$ cat config.mk
export PLATFORM = sky130hd
export DESIGN_NAME = mbox_regfile
export DESIGN_NICKNAME = d
export VERILOG_FILES = /design/src/rtl/mbox_regfile.sv
export SDC_FILE = /design/constraint.sdc
export NUM_CORES = 2
export LEC_CHECK = 0
export BUFFER_PORTS_ARGS = -buffer_cell sky130_fd_sc_hd__buf_2
export CAP_MARGIN = 40
export CELL_PAD_IN_SITES_DETAIL_PLACEMENT = 1
export CELL_PAD_IN_SITES_GLOBAL_PLACEMENT = 1
export CORE_ASPECT_RATIO = 1.4
export CORE_UTILIZATION = 53
export CTS_BUF_LIST = sky130_fd_sc_hd__clkbuf_2 sky130_fd_sc_hd__clkbuf_4 sky130_fd_sc_hd__clkbuf_8
export CTS_CLUSTER_DIAMETER = 80
export DETAILED_ROUTE_END_ITERATION = 8
export MAX_ROUTING_LAYER = met4
export PLACE_DENSITY = 0.9
export SYNTH_ARGS = -nofsm -noshare
export SYNTH_HDL_FRONTEND = slang
export SYNTH_SLANG_ARGS = --single-unit
$ cat constraint.sdc
create_clock -name clk -period 2.9 [get_ports clk]
set_input_delay 0 -clock clk [delete_from_list [all_inputs] [get_ports clk]]
set_output_delay 0 -clock clk [all_outputs]
set_load 0.03 [all_outputs]
$ cat src/rtl/mbox_regfile.sv
module mbox_regfile #(
  parameter int NCORES    = 4,
  parameter int MBPC      = 4,
  parameter int NPORTS    = 2,
  parameter int AW        = 8,
  parameter int DW        = 32,
  parameter int CTRL_BASE = 'h50,
  parameter int SET_BASE  = 'h80,
  parameter int CLR_BASE  = 'hC0
) (
  input  logic                 clk,
  input  logic                 rst_n,
  input  logic [NPORTS-1:0]    wr_en,
  input  logic [NPORTS*AW-1:0] wr_addr,
  input  logic [NPORTS*DW-1:0] wr_data,
  input  logic                 rd_en,
  input  logic [AW-1:0]        rd_addr,
  output logic [DW-1:0]        rd_data,
  output logic [NCORES*MBPC-1:0] irq_pend,
  output logic [NCORES*MBPC-1:0] fiq_pend
);
  localparam int NMB = NCORES * MBPC;
  localparam int CW  = 2 * MBPC;

  logic [DW-1:0]     mb       [NMB];
  logic [CW-1:0]     ctl      [NCORES];
  logic [DW-1:0]     set_mask [NMB];
  logic [DW-1:0]     clr_mask [NMB];
  logic [NCORES-1:0] ctl_we;
  logic [CW-1:0]     ctl_wd   [NCORES];
  logic [DW-1:0]     rd_mux;

  always_comb begin
    for (int n = 0; n < NMB; n++) begin
      set_mask[n] = '0;
      clr_mask[n] = '0;
    end
    for (int c = 0; c < NCORES; c++) begin
      ctl_we[c] = 1'b0;
      ctl_wd[c] = '0;
    end
    for (int p = 0; p < NPORTS; p++) begin
      if (wr_en[p]) begin
        for (int n = 0; n < NMB; n++) begin
          if (wr_addr[p*AW +: AW] == AW'(SET_BASE + 4*n)) set_mask[n] = set_mask[n] | wr_data[p*DW +: DW];
          if (wr_addr[p*AW +: AW] == AW'(CLR_BASE + 4*n)) clr_mask[n] = clr_mask[n] | wr_data[p*DW +: DW];
        end
        for (int c = 0; c < NCORES; c++) begin
          if (wr_addr[p*AW +: AW] == AW'(CTRL_BASE + 4*c)) begin
            ctl_we[c] = 1'b1;
            ctl_wd[c] = wr_data[p*DW +: CW];
          end
        end
      end
    end
  end

  always_comb begin
    rd_mux = '0;
    for (int n = 0; n < NMB; n++)
      if (rd_addr == AW'(CLR_BASE + 4*n)) rd_mux = mb[n];
    for (int c = 0; c < NCORES; c++)
      if (rd_addr == AW'(CTRL_BASE + 4*c)) rd_mux = DW'(ctl[c]);
  end

  always_ff @(posedge clk) begin
    if (!rst_n) begin
      for (int n = 0; n < NMB; n++) mb[n] <= '0;
      for (int c = 0; c < NCORES; c++) ctl[c] <= '0;
      rd_data <= '0;
    end else begin
      for (int n = 0; n < NMB; n++) mb[n] <= (mb[n] & ~clr_mask[n]) | set_mask[n];
      for (int c = 0; c < NCORES; c++) if (ctl_we[c]) ctl[c] <= ctl_wd[c];
      if (rd_en) rd_data <= rd_mux;
    end
  end

  for (genvar n = 0; n < NMB; n++) begin : g_mb
    localparam int C = n / MBPC;
    localparam int J = n % MBPC;
    assign fiq_pend[n] = (|mb[n]) && ctl[C][J+MBPC];
    assign irq_pend[n] = (|mb[n]) && !ctl[C][J+MBPC] && ctl[C][J];

    AST_SET_LANDS: assert property (@(posedge clk) disable iff (!rst_n)
      (set_mask[n] != '0) |=> ((mb[n] & $past(set_mask[n])) == $past(set_mask[n])));
    AST_CLR_LANDS: assert property (@(posedge clk) disable iff (!rst_n)
      (clr_mask[n] != '0 && set_mask[n] == '0) |=> ((mb[n] & $past(clr_mask[n])) == '0));
    AST_IDLE_HOLDS: assert property (@(posedge clk) disable iff (!rst_n)
      (clr_mask[n] == '0 && set_mask[n] == '0) |=> $stable(mb[n]));
    AST_ONE_ROUTE: assert property (@(posedge clk) disable iff (!rst_n)
      fiq_pend[n] |-> !irq_pend[n]);
    AST_REQ_NEEDS_DATA: assert property (@(posedge clk) disable iff (!rst_n)
      (irq_pend[n] || fiq_pend[n]) |-> (mb[n] != '0));
  end
endmodule

==> metrics.md, run 1 <==
| Metric | Value |
|---|---|
| Status | `stopped before the end` |
| # port buffers | `156` |
| Largest net degree at the start of global routing | `200` |
| GRT Overall Usage | `roughly 85%` |
| Warnings from Yosys | `0` |
| First Err | `[ERROR GRT-0116] Global routing finished with congestion. Check the congestion regions in the DRC Viewer.` |
| Die Span X | `213.8 um` |
| Seq/Total Area, Yosys | `about 36%` |
| Synth Instances | `approximately 4000` |
| Number of global-route vias before repair | `between 40000 and 50000` |
| Die height | `around 300 um` |
| Gp weighted congestion | `1.167` |
| Post-CTS Setup Inserts | `0` |
| Detailed Place HPWL | `around 150000 um` |
| Gr ovfl total | `11` |
| Distinct cells, synth | `77` |
| Clk sinks | `roughly 580` |
| I/O pin total | `157` |
| Number of synthesized flops with an enable pin | `32` |
| Area contributors post-synth | `dfxtp_1 33%, o221ai_1 14%, a22oi_1 10%` |
| Last stage | `global routing` |
| Syn_nets | `approximately 4100` |
| Synth Cell Area | `roughly 33000 um2` |
| Longest Clk Path Bufs | `3` |
| H-Tree Depth | `3` |
| Initial core utilization | `between 50% and 60%` |
| Global-route wire length before repair | `around 380000 um` |
| Mapped Avg Cell Area | `roughly 8.3 um2` |
| Yosys top cell area share | `roughly a third` |
| Largest area contributor in the netlist | `dfxtp_1` |
| Main synth FF type | `dfxtp_1` |
| CTS Buf Count | `95` |
| FFs w/ async S/R, synth | `0%` |
| Row count | `108` |
| Register bit total from synthesis | `between 500 and 600` |
| Clk Tree Root Cell | `clkbuf_8` |
-- logic make-up after synthesis --
| group | synth area share (%) |
|---|---|
| xor gates and xnor gates | 0.02631 |
| and+or+nand+nor | 11.83 |
| AOI/OAI and AO/OA | 42.87 |
| muxes | 3.150 |
| DFF | 35.60 |
| buffers and inverters | 6.517 |
-- through the flow --
step / utilization (%) / instance area, um2 / hold WS (ps) / instances / setup WS (ps)
after floorplan: - / 33290 / 188.0 / 4002 / 1046
after global placement: 57.15 / 35450 / 322.9 / 4685 / 546.6
after detailed placement: 57.25 / 35510 / 350.6 / 4690 / 450.9
after CTS: 61.93 / 38410 / 7.514 / 4944 / 2.263
-- per-layer routing --
layer / track usage (%) / GRT overflow
met5: - / -
met4: 78.45 / 7
met3: 75.87 / 2
met2: 92.80 / 2
met1: 86.39 / 0
-- synthesized netlist by cell type (14+ instances only) --
library cell and number:
a21oi_1 657, dfxtp_1 544, o221ai_1 525, clkbuf_1 478
a22oi_1 442, nand2_1 217, nor2_1 176, nor4_1 131
o22a_1 98, o21ai_0 79, nand3_1 50, mux2_2 46
buf_2 44, nand4_1 36, and2_1 35, edfxtp_1 32
o2bb2ai_1 31, o22ai_1 30, nor2b_1 27, mux2i_1 26
a221oi_1 24, nor3b_1 18, o21a_1 16, nor3_1 14
-- timing repair --
item / CTS
hold buffers: 78
hold endpoints to repair: 487
setup endpoints to repair: 2
gates resized for setup: 1
==> run 2: changes to the inputs <==
Settings changed: CELL_PAD_IN_SITES_DETAIL_PLACEMENT 1 to default, CELL_PAD_IN_SITES_GLOBAL_PLACEMENT 1 to default, CORE_ASPECT_RATIO 1.4 to default, CORE_UTILIZATION 53 to 40, CTS_BUF_LIST sky130_fd_sc_hd__clkbuf_2 sky130_fd_sc_hd__clkbuf_4 sky130_fd_sc_hd__clkbuf_8 to default, CTS_CLUSTER_DIAMETER 80 to default, MAX_ROUTING_LAYER met4 to default, PLACE_DENSITY 0.9 to default, PLACE_DENSITY_LB_ADDON from default to 0.15.
==> run 2 against run 1 <==
Compared with the run above:
- synthesized cell count is the same
- the flow now finishes, with violations (setup timing)
- synthesized area is the same
==> metrics.md, run 2 <==
| Metric | Value |
|---|---|
| Fin nets | `between 4000 and 5000` |
| Share of layout cells above drive strength 1 | `approximately 18%` |
| HP Class | `in -> reg` |
| Avg WL per Cell | `about 44 um` |
| Max cap viols | `0` |
| Longest Clk Path Bufs | `3` |
| Clk sinks | `about 580` |
| Worst vdd rail ir drop | `roughly 370 uV` |
| Most common cell after layout, fill and taps aside | `a21oi_1` |
| Hold Vio Cnt, Final | `0` |
| Seq/Total Area, Yosys | `between 30% and 40%` |
| Initial core utilization | `40.48%` |
| Die height | `290.5 um` |
| Core Region | `82240 um2` |
| Critical path class | `reg -> out` |
| Largest area contributor in the netlist | `dfxtp_1` |
| Register bit total from synthesis | `~580` |
| Pins Over Slew Limit | `0` |
| Full die area | `roughly 84000 um2` |
| Critical path peak fanout | `3` |
| Number of synthesized flops with an enable pin | `32` |
| Main synth FF type | `dfxtp_1` |
| Distinct cells, synth | `77` |
| Max reg flops | `512` |
| Syn_nets | `about 4100` |
| Placed Area | `36300 um2` |
| Setup slack after layout | `-3.791 ps` |
| Slowest library cell on the worst path | `nor4_1` |
| Detailed Place HPWL | `about 150000 um` |
| Post-DR vias/cell | `8.070` |
| Setup TNS | `-3.793 ps` |
| Yosys top cell area share | `32.71%` |
| I/O pin total | `157` |
| Crit path DAT | `2900 ps` |
| Slew headroom | `31.44%` |
| GRT Overall Usage | `between 50 and 60%` |
| Gp weighted congestion | `~1.1` |
| DRC viols | `0` |
| Mapped Avg Cell Area | `around 8.3 um2` |
| Status | `complete, but fails checks` |
| Combinational fraction of design power | `about a tenth` |
| Most common cell in the synthesized netlist | `a21oi_1` |
| Minimum clock period | `between 2000 and 3000 ps` |
| Clk Latency, worst-skew pair | `around 640 ps` |
| Initial DRC count | `about 7600` |
| Clk Tree Root Cell | `clkbuf_16` |
| Synth Cell Area | `roughly 33000 um2` |
| Largest net degree at the start of global routing | `178` |
| Gr ovfl total | `0` |
| Reg2reg end | `rd_data[0]$_SDFFE_PN0P_` |
| Vias | `~42000` |
| FF-to-FF Start | `mb[0][480]$_SDFF_PN0_` |
| Static leakage | `between 10 and 15 nW` |
| Fmax | `0.3444 GHz` |
| Number of global-route vias before repair | `around 38000` |
| Largest family of logic cells by synthesized area | `compound AO/OA/AOI/OAI gates` |
| Crit path capture type | `output port` |
| Clock skew | `about 28 ps` |
| Tcrit/Tclk final | `100.1%` |
| FFs w/ async S/R, synth | `0%` |
| Switching part of the total | `about 29%` |
| Commonest non-fill, non-tap cells in the layout | `657 x a21oi_1, 544 x dfxtp_1, 525 x o221ai_1` |
| Top reg by flops | `mb` |
| Slew @ Worst Pin | `1028 ps` |
| Crit path largest cell delay | `630 ps` |
| Hold worst-path end | `ctl[3][4]$_SDFFCE_PN0P_` |
| Die Span X | `290.5 um` |
| Routed Antenna Nets | `0` |
| WHS Path Cells | `5` |
| Biggest regs | `mb: 512 flops, ctl: 32 flops, rd_data: 32 flops` |
| Area Growth Syn to Fin | `17.92%` |
| Synth Area in Compound Gates | `42.87%` |
| Worst-path clk slew | `60 ps` |
| Xor and xnor area share after synthesis | `0.02631%` |
| Power share of the clock group | `between 40% and 50%` |
| Adder-cell share of the synthesized area | `0%` |
| Final setup fails | `2` |
| Worst Setup SP | `mb[0][380]$_SDFF_PN0_` |
| CP Launch Type | `flip-flop` |
| RSZ-0062 raised after global routing | `false` |
| Reg2reg setup slack | `620 ps` |
| CTS tree | `built` |
| Synth Instances | `4002` |
| H-Tree Depth | `3` |
| Synth cell count leaders | `657 x a21oi_1, 544 x dfxtp_1, 525 x o221ai_1` |
| DRT Pass-1 Iters | `9` |
| Post-Synth Simple-Gate Area | `11.83%` |
| PwrDens | `about 500 nW/um2` |
| # port buffers | `approximately 160` |
| Initial antenna violation count | `11` |
| CTS Buf Count | `72` |
| Internal power | `roughly 0.014 W` |
| Row count | `approximately 110` |
| Fin area | `39260 um2` |
| Psw | `approximately 0.0056 W` |
| Failing checks | `setup timing` |
| Multiplexer area fraction after synthesis | `between 3 and 4%` |
| Global-route wire length before repair | `between 300000 and 400000 um` |
| Worst Path Required | `between 2000 and 3000 ps` |
| Reg2reg path depth | `5` |
| Routed WL | `229400 um` |
| Sequential share of power | `about two fifths` |
| Warnings from Yosys | `0` |
| Critical-path cell list | `nor4_1 > clkbuf_2 > nand4_1 > buf_4 > nor2_1 > nor3b_1 > buf_2` |
| Area contributors post-synth | `dfxtp_1 33%, o221ai_1 14%, a22oi_1 10%` |
| Hold Crit Start | `wr_addr[14]` |
==> run 2: metal layers <==
metal	track usage [%]	vias to the layer above	wire length, um
met5	0	-	66
met4	37.53	8	19720
met3	17.47	942	33500
met2	71.44	3931	90300
met1	67.61	20546	85800
li1	-	16261	-
==> run 2: what timing repair did <==
item                                    CTS  global route
endpoints found under the setup margin    0             1
hold buffers                             55             0
buffers inserted                          0             0
hold endpoints to repair                411             0
resized for setup                         0             1
==> run 2: cells by family (layout without fill, tap and decap cells) <==
family | Yosys count | in the layout
XOR/XNOR | 1 | 1
AND/OR/NAND/NOR | 771 | 771
multiplexers | 84 | 84
flip-flops | 576 | 576
other | 0 | 7
AO/OA/AOI/OAI | 2020 | 2020
buffers and inverters | 550 | 637
==> run 2: power groups by stage <==
stage | registers [W] | logic [W] | clock network, W
after global routing | 0.00808 | 0.00198 | 0.00970
after CTS | 0.00808 | 0.00186 | 0.00944
after floorplan | 0.00823 | 0.000950 | 0
after detailed placement | 0.00826 | 0.00181 | 0
after global placement | 0.00826 | 0.00178 | 0
final | 0.00809 | 0.00198 | 0.00950
==> run 2: cell type report <==
cell class	count	area, um2
sequential	576	11850
antenna	7	17.52
tap	1070	1339
multi-input combinational	2876	19620
fill	8158	42990
inverter	10	45.04
clock buffer	105	2148
clock inverter	17	220.2
timing repair buffer	505	4014
==> run 2: metrics by stage <==
stage          worst slack (ps)  utilization, %  hold WS [ps]  power, W  cells
2_1_floorplan              1046               -         188.0  0.009178   4002
3_3_place_gp              412.7           43.87         319.0   0.01004   4967
6_report                 -3.791           47.73         50.82   0.01956   5166
5_1_grt                   26.06           47.72         64.12   0.01977   5161
4_1_cts                   199.5           47.69         11.47   0.01938   5157
3_5_place_dp              476.0           44.14         326.1   0.01007   4980
==> run 2: how the worst max path moves through the flow <==
stage | slack, ps | end
2_1_floorplan | 1050 | rd_data[0]$_SDFFE_PN0P_
3_3_place_gp | 410 | rd_data[23]$_SDFFE_PN0P_
3_5_place_dp | 480 | rd_data[22]$_SDFFE_PN0P_
4_1_cts | 200 | irq_pend[1]
5_1_grt | 30 | irq_pend[11]
6_report | -4 | irq_pend[11]
==> run 2: worst max-delay path, delay by kind of cell (launching register included) <==
kind / cells / cell delay, ps
buf+inv: 3 / 700
flops: 1 / 370
simple gates: 4 / 1180
No activity file was read; power rests on OpenSTA's default activity.
